## config.mk

```make
export PLATFORM = sky130hd
export DESIGN_NAME = atm_idle_cell_gen
export DESIGN_NICKNAME = d
export VERILOG_FILES = /design/src/rtl/atm_icg_pkg.sv /design/src/rtl/icg_cfg_regs.sv /design/src/rtl/icg_hec_calc.sv /design/src/rtl/icg_cell_seq.sv /design/src/rtl/atm_idle_cell_gen.sv
export SDC_FILE = /design/constraint.sdc
export NUM_CORES = 1
export LEC_CHECK = 0
export BUFFER_PORTS_ARGS = -buffer_cell sky130_fd_sc_hd__buf_4
export CAP_MARGIN = 20
export CORE_MARGIN = 4
export CORE_UTILIZATION = 50
export CTS_CLUSTER_DIAMETER = 50
export CTS_CLUSTER_SIZE = 16
export DETAILED_ROUTE_END_ITERATION = 12
export PLACE_DENSITY = 0.75
export RECOVER_POWER = 100
export SLEW_MARGIN = 20
export SYNTH_ARGS = -nofsm -noshare
export SYNTH_HDL_FRONTEND = slang
export SYNTH_SLANG_ARGS = --single-unit
```

## constraint.sdc

```tcl
create_clock -name clk -period 3.49 [get_ports clk]
set_input_delay 0 -clock clk [delete_from_list [all_inputs] [get_ports clk]]
set_output_delay 0 -clock clk [all_outputs]
set_load 0.03 [all_outputs]
```

## src/rtl/atm_icg_pkg.sv

```systemverilog
package atm_icg_pkg;

    localparam int BYTE_W = 8;

    typedef enum logic [1:0] {
        ST_WAIT = 2'd0,
        ST_IDLE = 2'd1,
        ST_FIFO = 2'd2
    } seq_state_e;

    // Control byte bit positions
    localparam int CTL_HEC_EN   = 0;
    localparam int CTL_COSET_EN = 1;

    localparam logic [BYTE_W-1:0] HEC_POLY  = 8'h07;
    localparam logic [BYTE_W-1:0] HEC_COSET = 8'h55;

    // One byte of the serial CRC-8, most significant bit first
    function automatic logic [BYTE_W-1:0] crc8_byte(input logic [BYTE_W-1:0] crc_in,
                                                    input logic [BYTE_W-1:0] din);
        logic [BYTE_W-1:0] c;
        logic              fb;
        c = crc_in;
        for (int b = BYTE_W - 1; b >= 0; b--) begin
            fb = c[BYTE_W-1] ^ din[b];
            c  = {c[BYTE_W-2:0], 1'b0} ^ (fb ? HEC_POLY : '0);
        end
        return c;
    endfunction

endpackage

```

## src/rtl/icg_cfg_regs.sv

```systemverilog
module icg_cfg_regs
    import atm_icg_pkg::*;
#(
    parameter int                          HDR_BYTES = 4,
    parameter int                          SEL_W     = 6,
    parameter logic [HDR_BYTES*BYTE_W-1:0] RST_HDR   = 32'h0000_0001,
    parameter logic [BYTE_W-1:0]           RST_B5    = 8'h00,
    parameter logic [BYTE_W-1:0]           RST_FILL  = 8'h6A,
    parameter logic [BYTE_W-1:0]           RST_CTRL  = 8'h03
) (
    input  logic                                  clk,
    input  logic                                  rst_n,
    input  logic                                  we,
    input  logic [SEL_W-1:0]                      sel,
    input  logic [BYTE_W-1:0]                     wdata,
    output logic [HDR_BYTES-1:0][BYTE_W-1:0]      hdr_o,
    output logic [BYTE_W-1:0]                     b5_o,
    output logic [BYTE_W-1:0]                     fill_o,
    output logic [BYTE_W-1:0]                     ctrl_o
);

    localparam logic [SEL_W-1:0] SEL_B5   = SEL_W'(HDR_BYTES);
    localparam logic [SEL_W-1:0] SEL_FILL = SEL_W'(HDR_BYTES + 1);
    localparam logic [SEL_W-1:0] SEL_CTRL = SEL_W'(HDR_BYTES + 2);

    // Header bytes: entry 0 is the first byte on the line
    for (genvar g = 0; g < HDR_BYTES; g++) begin : g_hdr
        localparam logic [SEL_W-1:0] MY_SEL = SEL_W'(g);
        always_ff @(posedge clk or negedge rst_n) begin
            if (!rst_n) begin
                hdr_o[g] <= RST_HDR[(HDR_BYTES-1-g)*BYTE_W +: BYTE_W];
            end else if (we && sel == MY_SEL) begin
                hdr_o[g] <= wdata;
            end
        end
    end

    always_ff @(posedge clk or negedge rst_n) begin
        if (!rst_n) begin
            b5_o   <= RST_B5;
            fill_o <= RST_FILL;
            ctrl_o <= RST_CTRL;
        end else if (we) begin
            if (sel == SEL_B5)   b5_o   <= wdata;
            if (sel == SEL_FILL) fill_o <= wdata;
            if (sel == SEL_CTRL) ctrl_o <= wdata;
        end
    end

    AST_BAD_SEL_IGNORED: assert property (@(posedge clk) disable iff (!rst_n)
        (we && sel > SEL_CTRL) |=> $stable({hdr_o, b5_o, fill_o, ctrl_o}));

endmodule

```

## src/rtl/icg_hec_calc.sv

```systemverilog
module icg_hec_calc
    import atm_icg_pkg::*;
#(
    parameter int HDR_BYTES = 4
) (
    input  logic [HDR_BYTES-1:0][BYTE_W-1:0] hdr,
    input  logic                             coset_en,
    output logic [BYTE_W-1:0]                hec
);

    logic [BYTE_W-1:0] crc;

    always_comb begin
        crc = '0;
        for (int k = 0; k < HDR_BYTES; k++) begin
            crc = crc8_byte(crc, hdr[k]);
        end
        hec = coset_en ? (crc ^ HEC_COSET) : crc;
    end

endmodule

```

## src/rtl/icg_cell_seq.sv

```systemverilog
module icg_cell_seq
    import atm_icg_pkg::*;
#(
    parameter int CELL_BYTES = 53,
    parameter int HDR_BYTES  = 4
) (
    input  logic                             clk,
    input  logic                             rst_n,
    input  logic                             cell_avail,
    input  logic [BYTE_W-1:0]                fifo_data,
    input  logic [HDR_BYTES-1:0][BYTE_W-1:0] live_hdr,
    input  logic [BYTE_W-1:0]                live_b5,
    input  logic [BYTE_W-1:0]                live_fill,
    input  logic [BYTE_W-1:0]                live_ctrl,
    output logic                             fifo_rd,
    output logic [BYTE_W-1:0]                out_byte,
    output logic                             out_soc,
    output logic                             out_idle
);

    localparam int               POS_W   = $clog2(CELL_BYTES);
    localparam logic [POS_W-1:0] LAST    = POS_W'(CELL_BYTES - 1);
    localparam logic [POS_W-1:0] HEC_POS = POS_W'(HDR_BYTES);

    seq_state_e       state, nxt_state;
    logic [POS_W-1:0] pos, pos_nxt;
    logic             boundary;

    // Snapshot of the configuration for the idle cell in flight
    logic [HDR_BYTES-1:0][BYTE_W-1:0] sh_hdr;
    logic [BYTE_W-1:0]                sh_b5, sh_fill, sh_ctrl;
    logic [BYTE_W-1:0]                hec;
    logic [BYTE_W-1:0]                idle_byte;

    assign boundary = (state == ST_WAIT) || (pos == LAST);
    assign pos_nxt  = boundary ? '0 : pos + 1'b1;

    always_comb begin
        nxt_state = state;
        unique case (state)
            ST_WAIT: nxt_state = cell_avail ? ST_FIFO : ST_IDLE;
            ST_IDLE,
            ST_FIFO: begin
                if (pos == LAST) nxt_state = cell_avail ? ST_FIFO : ST_IDLE;
            end
            default: nxt_state = ST_WAIT;
        endcase
    end

    // State register
    always_ff @(posedge clk or negedge rst_n) begin
        if (!rst_n) begin
            state <= ST_WAIT;
            pos   <= '0;
        end else begin
            state <= nxt_state;
            pos   <= pos_nxt;
        end
    end

    always_ff @(posedge clk or negedge rst_n) begin
        if (!rst_n) begin
            sh_hdr  <= '0;
            sh_b5   <= '0;
            sh_fill <= '0;
            sh_ctrl <= '0;
        end else if (boundary && nxt_state == ST_IDLE) begin
            sh_hdr  <= live_hdr;
            sh_b5   <= live_b5;
            sh_fill <= live_fill;
            sh_ctrl <= live_ctrl;
        end
    end

    icg_hec_calc #(.HDR_BYTES(HDR_BYTES)) u_hec (
        .hdr      (sh_hdr),
        .coset_en (sh_ctrl[CTL_COSET_EN]),
        .hec      (hec)
    );

    always_comb begin
        idle_byte = sh_fill;
        if (boundary) begin
            idle_byte = live_hdr[0];
        end else if (pos_nxt == HEC_POS) begin
            idle_byte = sh_ctrl[CTL_HEC_EN] ? hec : sh_b5;
        end else begin
            for (int i = 1; i < HDR_BYTES; i++) begin
                if (pos_nxt == POS_W'(i)) idle_byte = sh_hdr[i];
            end
        end
    end

    assign fifo_rd = rst_n && (nxt_state == ST_FIFO);

    // Output register
    always_ff @(posedge clk or negedge rst_n) begin
        if (!rst_n) begin
            out_byte <= '0;
            out_soc  <= 1'b0;
            out_idle <= 1'b0;
        end else begin
            out_byte <= (nxt_state == ST_FIFO) ? fifo_data : idle_byte;
            out_soc  <= boundary;
            out_idle <= (nxt_state == ST_IDLE);
        end
    end

    AST_SOC_SINGLE: assert property (@(posedge clk) disable iff (!rst_n)
        out_soc |=> !out_soc);
    AST_POS_RANGE: assert property (@(posedge clk) disable iff (!rst_n)
        pos <= LAST);
    AST_KIND_HELD: assert property (@(posedge clk) disable iff (!rst_n)
        !out_soc |-> $stable(out_idle));
    AST_NO_POP_IDLE: assert property (@(posedge clk) disable iff (!rst_n)
        (state == ST_IDLE && pos != LAST) |-> !fifo_rd);
    AST_FIFO_PASS: assert property (@(posedge clk) disable iff (!rst_n)
        fifo_rd |=> (out_byte == $past(fifo_data) && !out_idle));

endmodule

```

## src/rtl/atm_idle_cell_gen.sv

```systemverilog
module atm_idle_cell_gen
    import atm_icg_pkg::*;
#(
    parameter int CELL_BYTES = 53,
    parameter int HDR_BYTES  = 4,
    parameter int SEL_W      = 6
) (
    input  logic              clk,
    input  logic              rst_n,
    input  logic              cfg_we,
    input  logic [SEL_W-1:0]  cfg_sel,
    input  logic [BYTE_W-1:0] cfg_wdata,
    input  logic              fifo_cell_avail,
    input  logic [BYTE_W-1:0] fifo_data,
    output logic              fifo_rd,
    output logic [BYTE_W-1:0] out_byte,
    output logic              out_soc,
    output logic              out_idle
);

    logic [HDR_BYTES-1:0][BYTE_W-1:0] cfg_hdr;
    logic [BYTE_W-1:0]                cfg_b5, cfg_fill, cfg_ctrl;

    icg_cfg_regs #(
        .HDR_BYTES (HDR_BYTES),
        .SEL_W     (SEL_W)
    ) u_cfg (
        .clk    (clk),
        .rst_n  (rst_n),
        .we     (cfg_we),
        .sel    (cfg_sel),
        .wdata  (cfg_wdata),
        .hdr_o  (cfg_hdr),
        .b5_o   (cfg_b5),
        .fill_o (cfg_fill),
        .ctrl_o (cfg_ctrl)
    );

    icg_cell_seq #(
        .CELL_BYTES (CELL_BYTES),
        .HDR_BYTES  (HDR_BYTES)
    ) u_seq (
        .clk        (clk),
        .rst_n      (rst_n),
        .cell_avail (fifo_cell_avail),
        .fifo_data  (fifo_data),
        .live_hdr   (cfg_hdr),
        .live_b5    (cfg_b5),
        .live_fill  (cfg_fill),
        .live_ctrl  (cfg_ctrl),
        .fifo_rd    (fifo_rd),
        .out_byte   (out_byte),
        .out_soc    (out_soc),
        .out_idle   (out_idle)
    );

endmodule

```

==> results <==
- The actual transition at the worst max-transition pin is 1.55 ns.
- Of the synthesized area, sequential elements account for 0.495.
- The run finished, with violations left.
- The via count of the first global-routing pass is 4146.
- The HPWL after detailed placement is 9.84 mm.
- The number of hold violations in the final report is 0.
- Of the total synthesized cell area, the portion taken by full adders, half adders and majority gates is 0.00836.
- STA puts the critical path data arrival time at 3.47 ns.
- Between clock sinks in the finished design, the worst skew comes to 0.0106 ns.
- Clock-pin slew was measured on the worst setup and hold paths at 0.05 ns.
- Synthesis produced 462 cells.
- The total setup violations reported at the end of the flow is 0.
- The via density per instance is 5.72.
- The top layer used by detailed routing is met4.
- In this run the cell area of the synthesized design comes to 5980 sq um.
- Yosys printed 0 warnings.
- Walking the worst path, the cells encountered are inv_1, ha_1, a31oi_2, inv_1, nor2_1, o2111a_1, o21ai_0, a211oi_1, o31ai_1.
- Among all flip-flop cells after synthesis, the most frequent one is dfrtp_1.
- The number of enable-type register cells in the synthesized netlist is 0.
- The checks that failed: capacitance limit, slew limit.
- The clock passes through at most 2 buffers.
- Detailed routing placed a total of 678 microns of wire on met3.
- The post-route fraction of the period consumed by the critical path is 0.910.
- The detailed router finished its first iteration with 350 violations.
- Including well taps, the total number of placed cells is 630.
- The DRC violations left is 0.
- The count of inserted antenna diode cells is 0.
- From left edge to right edge, the die measures 117 microns.
- The tree built by TritonCTS fans out to 118 sinks.
- The first global-routing pass estimated 23.3 mm of wire.
- The total met2 wirelength after detailed routing is 6.87 mm.
- The largest driver fanout on the critical path is 16.
- The top achievable clock speed is 0.315 GHz.
- Pin placement for this block handled 37 I/O pins.
- The depth of the worst hold-timing path is 3.
- The TritonCTS clock tree is yes.
- The first-pass iteration count of the detailed router is 4.
- Counting every net in the synthesized netlist gives 492.
- The synthesized-area fraction occupied by xor and xnor cells is 0.149.
- The filler cell count is 926.
- The critical path required time is 3.78 ns.
- For this design, the slowest cell found on the critical path is o2111a_1.
- CTS built an H-tree with a depth of 4.
- Dividing the detail-routed wire length by the instance count gives 20.5 microns.
- Across every metal layer, demand over resource in global routing totals 0.220.
- In this run, synthesis produced a sequential element count of 118.
- The sum of negative setup slack is 0 ns.
- The category of the worst setup path capture point is a register.
- The worst pin sits at a relative slew slack of -0.0350.
- Setup repair after global routing left no endpoint under its margin.
- The die covers 13800 sq um.
- The post-route met1 wirelength is 6.10 mm.
- By area, the combinational part of the netlist is dominated by multiplexers.
- The longest individual stage delay on the worst path is 0.54 ns.
- The initial utilization of the core area, before any placement, comes to 0.517.
- The clock latency on the worst-skew pair is 0.41 ns.
- The cell type with the highest occurrence count on the critical path is inv_1.
- Compared with the post-synthesis result, the final layout area differs by 18.8%.
- The number of placement rows is 39.
- The count of nets left with antenna violations once routing finished came out at 0.
- A synthesized cell averages 13.0 sq um.
- Of the post-synthesis cell area, the part taken by muxes is 0.216.
- The total number of nets in the final design is 554.
- After clock tree synthesis, the repair step resized 0 gates.
- For this block, the routed nets add up to 13.9 mm of wire.
- For this block, the via count after detailed routing is 3887.
- The total of buffers placed on input and output ports is 36.
- The die extent in y is 117 microns.
- Clock tree synthesis selected as its root buffer the cell clkbuf_16.
- The distinct cell type count of the synthesized netlist is 50.
- The TritonCTS buffer count is 17.
- The clock period could shrink to 3.18 ns.
- The basic-gate share of the synthesized area counting and, or, nand and nor cells is 0.0627.
- The area of the placeable core is 11600 sq um.
- The async set-reset flop share out of synthesis is 1.00.
- The post-synthesis compound-gate area fraction is 0.0514.
- The worst setup path is of the register to register kind.
- The maximum number of pins on one net before global-route repair is 65.
- Global routing finished with a remaining overflow of 0.
- The count of non-filler cells in the finished layout is 680.
- The routability congestion estimate from global placement is 0.981.
- Of the cells placed in the final design, the portion with a size suffix greater than 1 is 0.313.
- The tool flagged a number of max-cap violations equal to 2.
- STA classifies the critical path startpoint as a register.
- The final max-slew violation count is 96.
- The initial antenna violation count is 0.
- In this run the register-to-register setup slack is 0.31 ns.
- Measured in cells, the most critical reg-to-reg path has a length of 9.
- The worst hold-check path type is primary input to register.
logic make-up after synthesis:
kind of cell | Yosys count
xor+xnor | 71
buf+inv | 26
mux | 116
flops | 118
compound gates | 48
fa+ha+maj | 4
simple gates | 79
Yosys cell counts, types with 2 or more instances:
cell      number  area, sq um
a211oi_1       3         22.5
a21oi_1        9         45.0
a31oi_1        5         31.3
and2_1         2         12.5
buf_2          3         15.0
clkbuf_1      13         48.8
dfrtp_1      111         2780
dfstp_2        7          184
ha_1           4         50.1
inv_1          9         33.8
mux2_1         7         78.8
mux2_2        99         1110
mux2i_1       10          100
nand2_1       27          101
nand2b_1       3         18.8
nand3_1        7         35.0
nand4_1        3         18.8
nor2_1        21         78.8
nor3_1         5         25.0
nor4_1         3         18.8
o211ai_1       4         30.0
o21ai_0       14         70.1
o22ai_1        2         12.5
xnor2_1       37          324
xnor3_1       13          293
xnor3_2        2         47.6
xor2_1        14          123
xor3_1         3         71.3
final timing paths:
check,end,start
max,u_seq.out_byte[5]$_DFF_PN0_,u_seq.pos[0]$_DFF_PN0_
max in group asynchronous,u_seq.sh_hdr[13]$_DFFE_PN0P_,rst_n
min in group asynchronous,u_seq.sh_hdr[10]$_DFFE_PN0P_,rst_n
min reg2reg,u_seq.sh_fill[0]$_DFFE_PN0P_,u_seq.sh_fill[0]$_DFFE_PN0P_
min,u_cfg.ctrl_o[1]$_DFFE_PN1P_,cfg_sel[2]
max reg2reg,u_seq.out_byte[5]$_DFF_PN0_,u_seq.pos[0]$_DFF_PN0_
placed cells by master (no fill, tap or decap), drive strengths merged, types with 2 or more instances in the layout:
| cell type | n |
|---|---|
| nand3 | 7 |
| o211ai | 4 |
| nor4 | 4 |
| a31oi | 6 |
| clkinvlp | 2 |
| xnor2 | 38 |
| o22ai | 2 |
| buf | 24 |
| o21ai | 15 |
| a211oi | 3 |
| nor3 | 5 |
| dfrtp | 111 |
| clkbuf | 40 |
| inv | 9 |
| mux2 | 106 |
| xor2 | 15 |
| bufinv | 3 |
| a21oi | 9 |
| dlygate4sd3 | 18 |
| xor3 | 3 |
| nor2 | 21 |
| nand4 | 3 |
| a31o | 2 |
| and2 | 2 |
| ha | 4 |
| mux2i | 10 |
| nand2b | 3 |
| clkinv | 5 |
| xnor3 | 15 |
| nand2 | 27 |
| dfstp | 7 |
final cells by class:
cell class,instances,area [sq um],area share
Clock buffer,22,454,0.0639
Clock inverter,10,130,0.0183
Inverter,9,33.8,0.00475
Multi-Input combinational cell,318,2920,0.411
Sequential cell,118,2960,0.417
Tap cell,143,179,0.0252
Timing Repair Buffer,60,430,0.0606
routing by layer:
metal  GRT usage  vias up
met1       0.297     1993
met4      0.0784        0
met5           0        -
met3      0.0549       19
li1            -     1775
met2       0.348      100
stage by stage:
step	util	hold slack [ns]	setup slack (ns)	cell area (sq um)
2_1_floorplan	-	-0.296	0.833	5980
6_report	0.615	0.0112	0.313	7110
3_5_place_dp	0.554	0.138	0.339	6410
4_1_cts	0.621	0.00763	0.317	7180
5_1_grt	0.615	0.0260	0.0673	7110
3_3_place_gp	0.554	0.134	0.507	6410
worst max-delay path, delay by kind of cell, from the launching register on:
family	cells	cell delay, ns
DFF	1	0.49
AOI/OAI and AO/OA	5	1.64
and+or+nand+nor	1	0.23
adders and majority gates	1	0.24
buffers and inverters	2	0.45
flip-flops by register name, indices dropped and copies added, names as in the netlist:
| name | flops |
|---|---|
| u_cfg.ctrl_o | 2 |
| u_seq.out_idle | 1 |
| u_seq.out_soc | 1 |
| u_cfg.hdr_o | 32 |
| u_seq.sh_fill | 8 |
| u_seq.out_byte | 8 |
| u_seq.sh_b5 | 8 |
| u_seq.sh_ctrl | 2 |
| u_cfg.fill_o | 8 |
| u_seq.sh_hdr | 32 |
| u_seq.pos | 6 |
| u_cfg.b5_o | 8 |
| u_seq.state | 2 |
what timing repair did:
action                                 4_1_cts  5_1_grt
hold buffers                                18        0
endpoints found under the hold margin      119        0
setup buffers                                0        0
setup endpoints to repair                    0        0
Power is not shown: default switching activity piles up to over one toggle a cycle in this logic, so the estimate is an artifact.
